[src/rtl/exc_entry_pkg.sv]
package exc_entry_pkg;
  localparam int XLEN   = 32;
  localparam int CODE_W = 16;

  // machine state bit positions (LSB = 0)
  localparam int B_LE  = 0;
  localparam int B_RI  = 1;
  localparam int B_DR  = 4;
  localparam int B_IP  = 6;
  localparam int B_ME  = 12;
  localparam int B_FP  = 13;
  localparam int B_PR  = 14;
  localparam int B_EE  = 15;
  localparam int B_ILE = 16;
  localparam int B_POW = 18;

  typedef enum logic [1:0] {
    MRG_NONE,
    MRG_ISTOR,
    MRG_PROG
  } merge_e;

  typedef struct packed {
    logic            legal;
    logic [XLEN-1:0] vector;
    logic            save_cur;
    logic            clr_hi;
    merge_e          merge;
    logic            bank2;
    logic            ext_kind;
    logic            tmr_kind;
    logic            mchk;
    logic            dstor;
    logic            align;
  } exc_dec_t;
endpackage

[src/rtl/exc_decode.sv]
module exc_decode
  import exc_entry_pkg::*;
#(
  parameter int CW = CODE_W
) (
  input  logic [CW-1:0] code,
  input  logic          variant_emb,
  input  logic          prefix_bit,
  output exc_dec_t      dec
);
  localparam logic [XLEN-1:0] HIGH_BASE = 32'hFFF0_0000;

  always_comb begin
    dec          = '0;
    dec.legal    = 1'b1;
    dec.vector   = XLEN'(code);
    dec.merge    = MRG_NONE;
    unique case (code)
      16'h0100: begin
        dec.bank2 = variant_emb;
        if (!variant_emb && prefix_bit) dec.vector = HIGH_BASE | XLEN'(code);
      end
      16'h0200: begin
        dec.bank2 = variant_emb;
        dec.mchk  = 1'b1;
      end
      16'h0300: begin
        dec.clr_hi = 1'b1;
        dec.dstor  = 1'b1;
      end
      16'h0400: begin
        dec.clr_hi = 1'b1;
        dec.merge  = MRG_ISTOR;
      end
      16'h0500: dec.ext_kind = 1'b1;
      16'h0600: begin
        dec.save_cur = 1'b1;
        dec.align    = 1'b1;
      end
      16'h0700: begin
        dec.save_cur = 1'b1;
        dec.clr_hi   = 1'b1;
        dec.merge    = MRG_PROG;
      end
      16'h0800: begin
        dec.save_cur = 1'b1;
        dec.clr_hi   = 1'b1;
      end
      16'h0900, 16'h0980: dec.tmr_kind = 1'b1;
      16'h0380, 16'h0480, 16'h0C00, 16'h0D00, 16'h0E00, 16'h0F00: ;
      default: begin
        dec.legal  = 1'b0;
        dec.vector = '0;
      end
    endcase
  end
endmodule

[src/rtl/exc_state_calc.sv]
module exc_state_calc
  import exc_entry_pkg::*;
#(
  parameter int W = XLEN
) (
  input  exc_dec_t       dec,
  input  logic [W-1:0]   cur_state,
  input  logic [W-1:0]   cause,
  output logic [W-1:0]   saved_state,
  output logic [W-1:0]   entry_state
);
  localparam int HI = W / 2;

  always_comb begin
    saved_state = cur_state;
    if (dec.clr_hi) saved_state[W-1:HI] = '0;
    case (dec.merge)
      MRG_ISTOR: saved_state[W-1:HI] = saved_state[W-1:HI] | cause[W-1:HI];
      MRG_PROG: begin
        saved_state[W-1:HI+1] = saved_state[W-1:HI+1] | cause[W-1:HI+1];
        saved_state[HI]       = 1'b1;
      end
      default: ;
    endcase

    entry_state        = cur_state;
    entry_state[B_POW] = 1'b0;
    entry_state[B_EE]  = 1'b0;
    entry_state[B_PR]  = 1'b0;
    entry_state[B_FP]  = 1'b0;
    entry_state[B_DR]  = 1'b0;
    entry_state[B_RI]  = 1'b0;
    entry_state[B_LE]  = cur_state[B_ILE];
    if (dec.mchk) entry_state[B_ME] = 1'b0;
  end
endmodule

[src/rtl/exc_entry_seq.sv]
module exc_entry_seq
  import exc_entry_pkg::*;
#(
  parameter int W        = XLEN,
  parameter int CW       = CODE_W,
  parameter int NPAIR    = 2,
  parameter int INSN_LEN = 4
) (
  input  logic          clk,
  input  logic          rst_n,
  input  logic          req_valid,
  input  logic [CW-1:0] req_code,
  input  logic          variant_emb,
  input  logic [W-1:0]  cause,
  input  logic [W-1:0]  insn_word,
  input  logic [W-1:0]  next_pc,
  input  logic [W-1:0]  cur_state,
  output logic          redirect,
  output logic [W-1:0]  fetch_pc,
  output logic          state_we,
  output logic [W-1:0]  state_new,
  output logic [W-1:0]  srr0,
  output logic [W-1:0]  srr1,
  output logic [W-1:0]  srr2,
  output logic [W-1:0]  srr3,
  output logic [W-1:0]  syndrome,
  output logic          pend_ext,
  output logic          pend_tmr,
  output logic          illegal_err,
  output logic          fatal_stop
);
  localparam int PAIR_W = (NPAIR > 1) ? $clog2(NPAIR) : 1;
  localparam int RF_LO  = 16;
  localparam int RF_W   = 10;

  exc_dec_t     dec;
  logic [W-1:0] saved_state, entry_state, ret_addr;
  logic         take, masked, fatal, bad;
  logic [PAIR_W-1:0] bank;

  exc_decode #(.CW(CW)) u_dec (
    .code        (req_code),
    .variant_emb (variant_emb),
    .prefix_bit  (cur_state[B_IP]),
    .dec         (dec)
  );

  exc_state_calc #(.W(W)) u_calc (
    .dec         (dec),
    .cur_state   (cur_state),
    .cause       (cause),
    .saved_state (saved_state),
    .entry_state (entry_state)
  );

  always_comb begin
    bad      = req_valid & ~dec.legal;
    masked   = req_valid & dec.legal & (dec.ext_kind | dec.tmr_kind) & ~cur_state[B_EE];
    fatal    = req_valid & dec.legal & dec.mchk & ~cur_state[B_ME];
    take     = req_valid & dec.legal & ~masked & ~fatal;
    ret_addr = dec.save_cur ? (next_pc - W'(INSN_LEN)) : next_pc;
    bank     = PAIR_W'(dec.bank2);
  end

  // save pairs
  logic [W-1:0] pair_addr_q  [NPAIR];
  logic [W-1:0] pair_state_q [NPAIR];

  for (genvar g = 0; g < NPAIR; g++) begin : g_pair
    logic         we;
    logic [W-1:0] addr_d, state_d;
    always_comb begin
      we      = take && (bank == PAIR_W'(g));
      addr_d  = we ? ret_addr    : pair_addr_q[g];
      state_d = we ? saved_state : pair_state_q[g];
    end
    always_ff @(posedge clk or negedge rst_n) begin
      if (!rst_n) begin
        pair_addr_q[g]  <= '0;
        pair_state_q[g] <= '0;
      end else begin
        pair_addr_q[g]  <= addr_d;
        pair_state_q[g] <= state_d;
      end
    end
  end

  assign srr0 = pair_addr_q[0];
  assign srr1 = pair_state_q[0];
  assign srr2 = pair_addr_q[NPAIR-1];
  assign srr3 = pair_state_q[NPAIR-1];

  // control and status registers
  logic         redirect_d, state_we_d, pend_ext_d, pend_tmr_d, illegal_d, fatal_d;
  logic [W-1:0] fetch_d, state_new_d, syn_d;

  always_comb begin
    redirect_d  = take;
    state_we_d  = take;
    illegal_d   = bad;
    fatal_d     = fatal;
    fetch_d     = take ? dec.vector  : fetch_pc;
    state_new_d = take ? entry_state : state_new;
    syn_d       = syndrome;
    if (take && dec.dstor) syn_d = cause;
    if (take && dec.align) syn_d = W'(insn_word[RF_LO +: RF_W]);
    pend_ext_d  = pend_ext;
    pend_tmr_d  = pend_tmr;
    if (masked && dec.ext_kind) pend_ext_d = 1'b1;
    if (take && dec.ext_kind)   pend_ext_d = 1'b0;
    if (masked && dec.tmr_kind) pend_tmr_d = 1'b1;
    if (take && dec.tmr_kind)   pend_tmr_d = 1'b0;
  end

  always_ff @(posedge clk or negedge rst_n) begin
    if (!rst_n) begin
      redirect    <= 1'b0;
      state_we    <= 1'b0;
      illegal_err <= 1'b0;
      fatal_stop  <= 1'b0;
      fetch_pc    <= '0;
      state_new   <= '0;
      syndrome    <= '0;
      pend_ext    <= 1'b0;
      pend_tmr    <= 1'b0;
    end else begin
      redirect    <= redirect_d;
      state_we    <= state_we_d;
      illegal_err <= illegal_d;
      fatal_stop  <= fatal_d;
      fetch_pc    <= fetch_d;
      state_new   <= state_new_d;
      syndrome    <= syn_d;
      pend_ext    <= pend_ext_d;
      pend_tmr    <= pend_tmr_d;
    end
  end


  outcome_exclusive_chk: assert property (@(posedge clk) disable iff (!rst_n)
    $onehot0({redirect, illegal_err, fatal_stop}));


  vector_aligned_chk: assert property (@(posedge clk) disable iff (!rst_n)
    redirect |-> (fetch_pc[6:0] == 7'd0));


  entry_masks_chk: assert property (@(posedge clk) disable iff (!rst_n)
    state_we |-> (!state_new[B_EE] && !state_new[B_PR]));


  masked_ext_pends_chk: assert property (@(posedge clk) disable iff (!rst_n)
    (req_valid && req_code == 16'h0500 && !cur_state[B_EE]) |=> (pend_ext && !redirect));


  illegal_keeps_pair_chk: assert property (@(posedge clk) disable iff (!rst_n)
    illegal_err |-> (srr0 == $past(srr0) && srr1 == $past(srr1)));
endmodule

[config.mk]
export PLATFORM = sky130hd
export DESIGN_NAME = exc_entry_seq
export DESIGN_NICKNAME = d
export VERILOG_FILES = /design/src/rtl/exc_entry_pkg.sv /design/src/rtl/exc_decode.sv /design/src/rtl/exc_state_calc.sv /design/src/rtl/exc_entry_seq.sv
export SDC_FILE = /design/constraint.sdc
export NUM_CORES = 1
export LEC_CHECK = 0
export ABC_AREA = 1
export BUFFER_PORTS_ARGS = -buffer_cell sky130_fd_sc_hd__buf_2
export CAP_MARGIN = 5
export CELL_PAD_IN_SITES_DETAIL_PLACEMENT = 1
export CELL_PAD_IN_SITES_GLOBAL_PLACEMENT = 2
export CORE_ASPECT_RATIO = 0.5
export CORE_UTILIZATION = 29
export CTS_CLUSTER_SIZE = 20
export DETAILED_ROUTE_END_ITERATION = 10
export GPL_TIMING_DRIVEN = 0
export HOLD_SLACK_MARGIN = 0.03
export PLACE_DENSITY = 0.86
export SLEW_MARGIN = 30
export SYNTH_ARGS = -nofsm -noshare
export SYNTH_HDL_FRONTEND = slang
export SYNTH_SLANG_ARGS = --single-unit
[constraint.sdc]
create_clock -name clk -period 1.6 [get_ports clk]
set_input_delay 0.16 -clock clk [delete_from_list [all_inputs] [get_ports clk]]
set_output_delay 0.16 -clock clk [all_outputs]
set_load 0.1 [all_outputs]
==> metrics.txt <==
# TYPE chip_impl_metric gauge
chip_impl_metric{name="powerDensity",unit="nW/um^2"} 744
chip_impl_metric{name="clk_pin_slew",unit="ps"} 70
chip_impl_metric{name="post-dp-hpwl",unit="mm"} 29.1
chip_impl_metric{name="multi_input_comb_area",unit="sq um"} 4710
chip_impl_metric{name="finClkSkew",unit="ps"} 0
chip_impl_metric{name="firstDrtPassIters",unit=""} 5
chip_impl_metric{name="finalNetCount",unit=""} 1924
chip_impl_metric{name="totalWireLength",unit="mm"} 42.8
chip_impl_metric{name="total_global_routing_overflow",unit=""} 0
chip_impl_metric{name="post_drt_wl_per_cell",unit="um"} 19.2
chip_impl_metric{name="synth.avg_cell_area",unit="sq um"} 7.94
chip_impl_metric{name="met2WireLength",unit="mm"} 22.3
chip_impl_info{name="status",value="complete, but fails checks"} 1
chip_impl_metric{name="switchingPower",unit="mW"} 3.08
chip_impl_info{name="worstHoldPathType",value="in2reg"} 1
chip_impl_metric{name="timing.final.max_slew_violations",unit=""} 0
chip_impl_metric{name="core_area",unit="sq um"} 33300
chip_impl_metric{name="groute.usage.overall",unit="%"} 22.4
chip_impl_metric{name="routabilityCongestion",unit=""} 0.844
chip_impl_info{name="critPathCaptureType",value="flip-flop"} 1
chip_impl_metric{name="antenna_found_initial",unit=""} 1
chip_impl_metric{name="seq_area",unit="sq um"} 5180
chip_impl_metric{name="vias",unit=""} 10500
chip_impl_metric{name="power.clock.fraction",unit="%"} 46.1
chip_impl_metric{name="number_of_global_route_vias_before_repair",unit=""} 10600
chip_impl_metric{name="synth_top_area_share",unit="%"} 52.2
chip_impl_metric{name="worst_ir_drop_vdd",unit="mV"} 0.597
chip_impl_metric{name="syn_area",unit="sq um"} 9920
chip_impl_metric{name="switching_share",unit="%"} 26.0
chip_impl_metric{name="initial_core_utilization",unit="%"} 29.8
chip_impl_metric{name="remaining_drc_errors",unit=""} 0
chip_impl_metric{name="fp.dieArea",unit="sq um"} 35000
chip_impl_metric{name="synth-async-reset-ratio",unit="%"} 100
chip_impl_info{name="timing_worst_setup_path_type",value="in2reg"} 1
chip_impl_metric{name="post-route-period-util",unit="%"} 111
chip_impl_metric{name="power.combinational.fraction",unit="%"} 9.6
chip_impl_info{name="commonest_cells_in_the_netlist",value="457 x sky130_fd_sc_hd__nand2_1, 207 x sky130_fd_sc_hd__dfrtp_1, 109 x sky130_fd_sc_hd__nor2_1, 106 x sky130_fd_sc_hd__o21ai_0, 105 x sky130_fd_sc_hd__inv_1"} 1
chip_impl_metric{name="synth_warnings",unit=""} 0
chip_impl_info{name="failed_checks",value="setup timing"} 1
chip_impl_metric{name="fillers",unit=""} 3976
chip_impl_metric{name="clock_insertion_delay_worst_skew",unit="ps"} 530
chip_impl_info{name="yosysMostFrequentCell",value="sky130_fd_sc_hd__nand2_1"} 1
chip_impl_metric{name="timing.max_cap.violations",unit=""} 0
chip_impl_metric{name="die-height",unit="um"} 133
chip_impl_metric{name="synth_seq_area_share",unit="%"} 52.2
chip_impl_metric{name="synth_edf_count",unit=""} 0
chip_impl_metric{name="timing.critical_path.arrival",unit="ps"} 2180
chip_impl_metric{name="std_cell_rows",unit=""} 47
chip_impl_info{name="cts.root.buffer_cell",value="sky130_fd_sc_hd__clkbuf_16"} 1
chip_impl_metric{name="static-leakage-power",unit="nW"} 8.72
chip_impl_metric{name="seq_power_share",unit="%"} 44.3
chip_impl_metric{name="ys_seq_elements",unit=""} 207
chip_impl_metric{name="route.met3.wl",unit="mm"} 1.07
chip_impl_metric{name="core_utilization_of_the_finished_layout",unit="%"} 47.8
chip_impl_metric{name="finalHoldWorstSlack",unit="ps"} 64.9
chip_impl_metric{name="cts_buffers",unit=""} 23
chip_impl_info{name="synth_ff_type",value="sky130_fd_sc_hd__dfrtp_1"} 1
chip_impl_metric{name="final_antenna_net_count",unit=""} 0
chip_impl_metric{name="cts_max_path_buffers",unit=""} 3
chip_impl_metric{name="max_slew.worst_pin.slew",unit="ps"} 626
chip_impl_metric{name="clock-sinks",unit=""} 207
chip_impl_metric{name="fmaxAchievable",unit="GHz"} 0.564
chip_impl_metric{name="placement.cell_area",unit="sq um"} 12400
chip_impl_metric{name="placement.setup.worst_slack",unit="ps"} -920
chip_impl_info{name="synthDominantAreaCellType",value="sky130_fd_sc_hd__dfrtp_1"} 1
chip_impl_metric{name="maximum_number_of_pins_on_one_net_before_global_route_repair",unit=""} 77
chip_impl_metric{name="avgViaCountPerCell",unit=""} 4.69
chip_impl_metric{name="area_added_between_synthesis_and_finish",unit="%"} 60.6
chip_impl_metric{name="critPathMaxFanout",unit=""} 10
chip_impl_info{name="rsz0062_at_grt",value="true"} 1
chip_impl_metric{name="post-route-min-period",unit="ps"} 1770
chip_impl_metric{name="dr.first_iter.drc_count",unit=""} 427
chip_impl_metric{name="final_cell_area_excluding_filler_cells",unit="sq um"} 15900
chip_impl_metric{name="ios",unit=""} 378
chip_impl_info{name="tritoncts",value="built"} 1
chip_impl_info{name="cp-start-kind",value="primary input"} 1
chip_impl_metric{name="detail_route.wirelength.met1",unit="mm"} 17.7
chip_impl_metric{name="die_x",unit="um"} 264
chip_impl_info{name="highest_routing_layer_actually_used",value="met4"} 1
chip_impl_metric{name="final_layout_size_suffix_gt1_share",unit="%"} 39.6
chip_impl_metric{name="final.setup.worst_slack",unit="ps"} -173
chip_impl_metric{name="wire_length_of_the_first_global_routing_pass",unit="mm"} 61.6
chip_impl_metric{name="power.internal",unit="mW"} 8.78
chip_impl_metric{name="ys_types",unit=""} 33
chip_impl_metric{name="syn-instance-count",unit=""} 1250
chip_impl_metric{name="htree_levels",unit=""} 1
chip_impl_metric{name="max-slew-margin-rel",unit="%"} 58.3
chip_impl_metric{name="buffer_ports.inserted",unit=""} 345
chip_impl_metric{name="critical_path_required",unit="ps"} 2000
chip_impl_info{name="synth_area_leaders",value="sky130_fd_sc_hd__dfrtp_1 52%, sky130_fd_sc_hd__nand2_1 17%, sky130_fd_sc_hd__o21ai_0 5.3%, sky130_fd_sc_hd__nor2_1 4.1%, sky130_fd_sc_hd__inv_1 4.0%"} 1
chip_impl_metric{name="finalSetupViolCount",unit=""} 132
chip_impl_metric{name="hold_viol",unit=""} 0
[power groups by stage]
stage | logic, mW | clock network [mW] | registers (mW)
6_report | 1.14 | 5.47 | 5.26
5_1_grt | 1.23 | 5.79 | 5.25
4_1_cts | 1.07 | 5.56 | 5.25
3_5_place_dp | 0.887 | 0 | 5.35
3_3_place_gp | 0.861 | 0 | 5.35
2_1_floorplan | 0.353 | 0 | 5.46
[kinds of logic after synthesis]
logic type      count (synthesis)  share of synthesized area, %
simple gates                  623                          25.2
flops                         207                          52.2
compound gates                201                          10.6
buf+inv                       187                          9.02
xor+xnor                       27                          2.38
fa+ha+maj                       4                         0.504
other cells                     1                        0.0378
[worst max-delay path, stage by stage]
cell,delay (ps)
sky130_fd_sc_hd__buf_2,190
sky130_fd_sc_hd__inv_1,130
sky130_fd_sc_hd__nor2_2,180
sky130_fd_sc_hd__nand2_1,130
sky130_fd_sc_hd__nor2_4,140
sky130_fd_sc_hd__nand2_4,70
sky130_fd_sc_hd__nand2_2,60
sky130_fd_sc_hd__nor2_1,50
sky130_fd_sc_hd__nand2_2,80
sky130_fd_sc_hd__nor2_4,50
sky130_fd_sc_hd__nor2_8,210
sky130_fd_sc_hd__nand3_4,190
sky130_fd_sc_hd__buf_12,200
sky130_fd_sc_hd__buf_8,140
sky130_fd_sc_hd__nand2_1,100
sky130_fd_sc_hd__o21ai_1,80
[placed cells by master (no fill, tap or decap), drive strengths merged, types with 5 or more instances in the layout]
master       instances
o21ai              192
clkinv               7
a21oi                7
conb                10
nand4               10
dfrtp              207
nand2              462
xnor2                5
buf                444
nor2               116
nand3               29
dlygate4sd3         84
xor2                22
inv                111
clkbuf              61
[layer usage]
layer,global-route usage (%),up-vias
met4,8.25,0
met5,0,-
met3,2.57,100
met2,40.4,209
met1,27.6,5204
li1,-,4943
[cell type report]
class                      count  area share, %
clock buffer                  29           3.94
sequential                   207           32.5
multi-input combinational    869           29.5
antenna                        1         0.0157
inverter                     111           2.69
timing repair buffer         485           22.1
buffer                        75           4.96
clock inverter                13          0.793
tap                          441           3.46
[flip-flops by register name, indices dropped and copies added (netlist names), 17 cells and up]
| name | cells |
|---|---|
| fetch_pc | 17 |
| state_new | 25 |
| srr3 | 32 |
| srr1 | 32 |
| syndrome | 32 |
| srr0 | 32 |
| srr2 | 32 |
[timing repair]
item,in CTS,in global routing
pin swaps,17,33
endpoints found under the setup margin,207,217
buffers inserted,20,23
hold endpoints to repair,171,0
gates cloned,1,17
resized for setup,84,300
hold buffers,84,0
[path summary, 6_finish.rpt]
path | start | to | slack [ps] | cells past startpoint
worst max-delay path | req_code[11] | srr3[22]$_DFFE_PN0P_ | -170 | 16
worst min-delay path | next_pc[28] | srr2[28]$_DFFE_PN0P_ | 60 | 5
worst max register to register | fetch_pc[30]$_DFFE_PN0P_ | fetch_pc[30]$_DFFE_PN0P_ | 810 | 3
worst min register to register | fetch_pc[0]$_DFFE_PN0P_ | fetch_pc[0]$_DFFE_PN0P_ | 470 | 2
max in group asynchronous | rst_n | srr0[9]$_DFFE_PN0P_ | 250 | 4
min in group asynchronous | rst_n | srr3[25]$_DFFE_PN0P_ | 180 | 2
[per-stage QoR]
step	setup TNS (ps)	power (mW)	cells
after floorplan	-17190	5.81	1259
after global placement	-838680	6.21	2045
after detailed placement	-142590	6.24	2047
after CTS	-1.55	11.9	2193
after global routing	-26660	12.3	2231
final	-10820	11.9	2231
No activity file was read; power rests on OpenSTA's default activity.
